<file path="config.mk">
export PLATFORM = sky130hd
export DESIGN_NAME = mem_err_log
export DESIGN_NICKNAME = d
export VERILOG_FILES = /design/src/rtl/mem_err_log.sv
export SDC_FILE = /design/constraint.sdc
export NUM_CORES = 1
export LEC_CHECK = 0
export ABC_CLOCK_PERIOD_IN_PS = 3400
export BUFFER_PORTS_ARGS = -buffer_cell sky130_fd_sc_hd__buf_2
export CAP_MARGIN = 20
export CORE_AREA = 4 4 64 66
export DETAILED_ROUTE_END_ITERATION = 10
export DIE_AREA = 0 0 68 70
export HOLD_SLACK_MARGIN = 0.02
export PLACE_DENSITY = 0.84
export SLEW_MARGIN = 30
export SYNTH_ARGS = -nofsm -noshare
export SYNTH_HDL_FRONTEND = slang
export SYNTH_SLANG_ARGS = --single-unit
export TNS_END_PERCENT = 100
</file>
<file path="constraint.sdc">
create_clock -name clk -period 3.4 [get_ports clk]
set_clock_uncertainty 0.15 [all_clocks]
set_input_delay 0.68 -clock clk [delete_from_list [all_inputs] [get_ports clk]]
set_output_delay 0.68 -clock clk [all_outputs]
set_load 0.01 [all_outputs]
</file>
<file path="src/rtl/mem_err_log.sv">
module mem_err_log #(
  parameter int AW   = 32,
  parameter int ROWW = 3,
  parameter int PLSB = 12
) (
  input  logic          clk,
  input  logic          rst_n,
  input  logic          sbe_in,
  input  logic          mbe_in,
  input  logic [AW-1:0] err_addr,
  input  logic [ROWW-1:0] err_row,
  input  logic [1:0]    reg_sel,
  input  logic          reg_we,
  input  logic [AW-1:0] reg_wdata,
  output logic [AW-1:0] reg_rdata,
  output logic          serr_o
);
  localparam int PW = AW - PLSB;

  logic            sbe_f, mbe_f;
  logic [ROWW-1:0] sbe_row, mbe_row;
  logic [PW-1:0]   page;
  logic [1:0]      cmd;

  wire wr_ptr = reg_we && reg_sel == 2'd0;
  wire wr_sts = reg_we && reg_sel == 2'd1;
  wire clr_s  = (wr_ptr && reg_wdata[0]) || (wr_sts && reg_wdata[0]);
  wire clr_m  = (wr_ptr && reg_wdata[1]) || (wr_sts && reg_wdata[2*ROWW-2]);
  wire cap_s  = sbe_in && (!sbe_f || clr_s);
  wire cap_m  = mbe_in && (!mbe_f || clr_m);
  wire keep_m = mbe_f && !clr_m;

  always_ff @(posedge clk) begin
    if (!rst_n) begin
      sbe_f   <= 1'b0;
      mbe_f   <= 1'b0;
      sbe_row <= '0;
      mbe_row <= '0;
      page    <= '0;
      cmd     <= '0;
    end else begin
      if (cap_s) begin
        sbe_f   <= 1'b1;
        sbe_row <= err_row;
      end else if (clr_s) begin
        sbe_f <= 1'b0;
      end
      if (cap_m) begin
        mbe_f   <= 1'b1;
        mbe_row <= err_row;
      end else if (clr_m) begin
        mbe_f <= 1'b0;
      end
      if (cap_m || (cap_s && !keep_m))
        page <= err_addr[AW-1:PLSB];
      if (reg_we && reg_sel == 2'd2)
        cmd <= reg_wdata[1:0];
    end
  end

  always_comb begin
    case (reg_sel)
      2'd0:    reg_rdata = {page, {(PLSB-2){1'b0}}, mbe_f, sbe_f};
      2'd1:    reg_rdata = {{(AW-2*ROWW-2){1'b0}}, mbe_row, mbe_f, sbe_row, sbe_f};
      2'd2:    reg_rdata = {{(AW-2){1'b0}}, cmd};
      default: reg_rdata = '0;
    endcase
  end

  assign serr_o = (sbe_f && cmd[0]) || (mbe_f && cmd[1]);
endmodule

</file>
# Yosys cells after proc, flatten, opt, wreduce, memory -nomap -nowiden
# Index checks and enable logic that the tools add are counted.
[totals]
ramBits = 0
word_cells = 39
register_bits = 30
mem_count = 0
latch_bits = 0
romBits = 0
[classes]
n_reduce_logical = 26
magnitude_cmp = 0
div_mod_pow = 0
bitwise_logic = 0
add_sub_neg = 0
shift = 0
eq_ne = 2
multipliers = 0
muxes = 5
[ops]
columns = ["op", "n"]
rows = [
  ["case mux 32 bit (3 select lines)", 1],
  ["logical AND 1 bit", 13],
  ["logical OR 1 bit", 6],
  ["zero test 1 bit", 4],
  ["2-to-1 mux 1 bit", 4],
  ["nonzero test 2 bit", 2],
  ["equality test 2 x 1 -> 1 bit (second input constant)", 1],
  ["equality test 2 bit (second input constant)", 1],
  ["zero test 2 bit", 1],
]

# Logic depth before layout (Yosys ltp)
[logic_depth]
depth_word = 9
depth_mapped = 5

# Least setup slack after synthesis
# No wires, ideal clock.
[synth_timing]
path_kind = "input to output"
startpoint = "input reg_sel[1]"
endpoint = "output reg_rdata[12]"
stages = 3
arrival_ns = 1.179
slack_ns = 1.391
path_cell_list = "nor2_1 -> clkbuf_1 -> and2_1"
[synth_via]
elab_chain_cells = 2
word_cells_on_any_way = 4
classes_between = "eq/ne: 2; mux: 1; reduce/logical: 1"
[synth_lines]
columns = ["element", "line_no", "rtl"]
rows = [
  ["start, declared", "12", "input logic [1:0] reg_sel,"],
  ["equality test 2 bit (tied with other cells)", "62", "case (reg_sel)"],
  ["case mux 32 bit (3 select lines) (*)", "62", ""],
  ["end, declared", "15", "output logic [AW-1:0] reg_rdata,"],
]
# Every way passes the cells marked *; elsewhere a longest branch is shown, timed or not.

# Worst setup path in the final report
[layout_timing]
startpoint = "input reg_sel[1]"
endpoint = "output reg_rdata[26]"
# The elaborated chain is that of the path after synthesis.

==> metrics.csv <==
metric,value,unit
status,"complete, no violations",
clock.fmax,0.442,GHz
core-area,0.00358,sq mm
fin_tns_setup,0,ns
gr-total-overflow,0,
rr_worst_depth,3,
die_h,70,um
grt_pass1_vias,1208,
synth.distinct_cells,23,
max_slew_margin,44.3,%
fin_area,0.00185,sq mm
combPwrFrac,17.9,%
clock_path_buffers,2,
post-route-period-util,66.6,%
setup_viol,0,
hold_class,reg -> reg,
layout-drive-gt1-share,31.3,%
whs_endpoint,page[9],
crit-reg2reg-launch,sbe_f,
worstSetupEndpointType,primary output,
first_pass_iters,3,
path_class,in -> out,
multi_input_area,827,sq um
ys_seq_elements,30,
synth_cells,173,
power.switching,0.000184,W
start_kind,primary input,
die_area,0.00476,sq mm
cp_max_fo,20,
hp-start,page[9],
cap_violations,0,
ant_nets,0,
grt_util_all_layers,13.5,%
rrSetupSlack,1.93,ns
avgSynthCellArea,8.84,sq um
synth_area,0.00153,sq mm
clk_latency,0.31,ns
cts_buffers,5,
grt_pass1_wl,5040,um
post-route-drc-count,0,
hold_slack,0.305,ns
io_buffers,61,
seq_area_frac_synth,39.3,%
p_leak,0.975,nW
slew_violations,0,
p_int,0.000517,W
post_cts_buffers,0,
syn_to_final_growth,21.2,%
die_x,68,um
swShare,26.3,%
grt_max_degree,54,
drt_iter0_drc,33,
finalWirelength,3000,um
fin_nets,304,
hpwl,2140,um
hold_depth,2,
antenna_cells,0,
crit_required,2.57,ns
h-tree-depth,2,
postCtsHoldBufs,0,
wire_per_inst,10.8,um
seqCellArea,601,sq um
ctsResizeCount,0,
fin_crit,2.26,ns
rsz0062_at_grt,false,
cts.clk_slew.worst_paths,0.08,ns
ir_drop,0.184,mV
worstMarginPinSlew,0.835,ns
power_frac_seq,55.6,%
hold_violations,0,
vias_per_cell,4.55,
clkPwrFrac,26.5,%
num_vias,1266,
timing.rr.end,page[13],
numClockSinks,30,
io_pins,107,
grt_antenna_before_repair,0,
place_area,0.00181,sq mm
rows,22,
cts_tree,built,
nFillCells,370,
start_util,42.7,%
ctsRootBufferMaster,clkbuf_4,
yosysWarnings,0,
powerDensity,378,mW/mm^2
cp.arrival,1.43,ns
gp_congestion,0.670,
-- synthesized netlist by cell type --
library cell  count  share of area, %
nand2_1          49                12
dfxtp_1          30                39
mux2i_1          30                20
and2_1           27                11
clkbuf_1          8               2.0
nor2b_1           7               2.9
buf_4             4               2.0
buf_12            2               2.6
inv_1             2              0.49
a21boi_0          1              0.49
a21boi_4          1               1.2
a21oi_1           1              0.33
a22o_1            1              0.57
and2b_2           1              0.57
buf_2             1              0.33
conb_1            1              0.25
nand3b_4          1               1.3
nor2_1            1              0.25
o21a_4            1              0.98
o21ai_0           1              0.33
o21ai_2           1              0.57
o22ai_1           1              0.41
or2b_1            1              0.49
-- layout make-up --
cell class	count	area share, %
Multi-Input combinational cell	129	44.6
Clock buffer	7	2.43
Inverter	2	0.405
Tap cell	48	3.24
Timing Repair Buffer	62	16.9
Sequential cell	30	32.4
-- sequential cells by signal, summed over array words and instances (netlist names) --
name	cells
sbe_f	1
page	20
mbe_f	1
cmd	2
mbe_row	3
sbe_row	3
-- metal layers --
metal  global-route usage [%]  part of all wire [%]
met5                        0                     0
met4                     5.96                   1.4
met3                     4.02                   7.5
met2                     21.3                    48
met1                     16.7                    43
-- critical path: stages --
cell	delay, ns
buf_2	0.14
nor2_1	0.11
buf_4	0.22
and2_1	0.15
buf_2	0.12
-- per-stage QoR --
| step | power [W] | util [%] | std cells | worst slack, ns |
|---|---|---|---|---|
| 2_1_floorplan | 0.000495 | - | 176 | 1.39 |
| 3_3_place_gp | 0.000524 | 50.5 | 271 | 1.12 |
| 3_5_place_dp | 0.000526 | 50.5 | 271 | 1.13 |
| 4_1_cts | 0.000714 | 51.8 | 278 | 1.12 |
| 5_1_grt | 0.000748 | 51.8 | 278 | 1.03 |
| 6_report | 0.000701 | 51.8 | 278 | 1.14 |
-- power groups by stage --
stage | Sequential, W | Clock (W) | Combinational, W
after floorplan | 0.000395 | 0 | 0.0000992
after global placement | 0.000398 | 0 | 0.000126
after detailed placement | 0.000398 | 0 | 0.000127
after CTS | 0.000390 | 0.000196 | 0.000128
after global routing | 0.000394 | 0.000213 | 0.000142
final | 0.000390 | 0.000186 | 0.000125
-- layout by cell type, fill, tap and decap left out, types with 2 or more instances in the layout --
master and instances:
clkbuf_4 5, inv_1 2, mux2i_1 30, nand2_1 49, dfxtp_1 30, clkbuf_1 2, buf_2 61, conb_1 4
and2_1 27, nor2b_1 7
-- worst max path at each step --
stage	startpoint	depth (start not counted)	to
finish	reg_sel[1]	5	reg_rdata[26]
CTS	reg_sel[1]	5	reg_rdata[26]
detailed placement	reg_sel[1]	5	reg_rdata[26]
floorplan	reg_sel[1]	3	reg_rdata[12]
global route	reg_sel[1]	5	reg_rdata[28]
global placement	reg_sel[1]	5	reg_rdata[15]
-- kinds of logic (layout without fill, tap and decap cells) --
family | after synthesis | in the layout | share of synthesized area (%)
buffers and inverters | 17 | 71 | 7.37
AOI/OAI and AO/OA | 8 | 8 | 4.91
DFF | 30 | 30 | 39.3
muxes | 30 | 30 | 19.6
and+or+nand+nor | 87 | 87 | 28.6
other | 1 | 4 | 0.245
No activity file was read; power rests on OpenSTA's default activity.
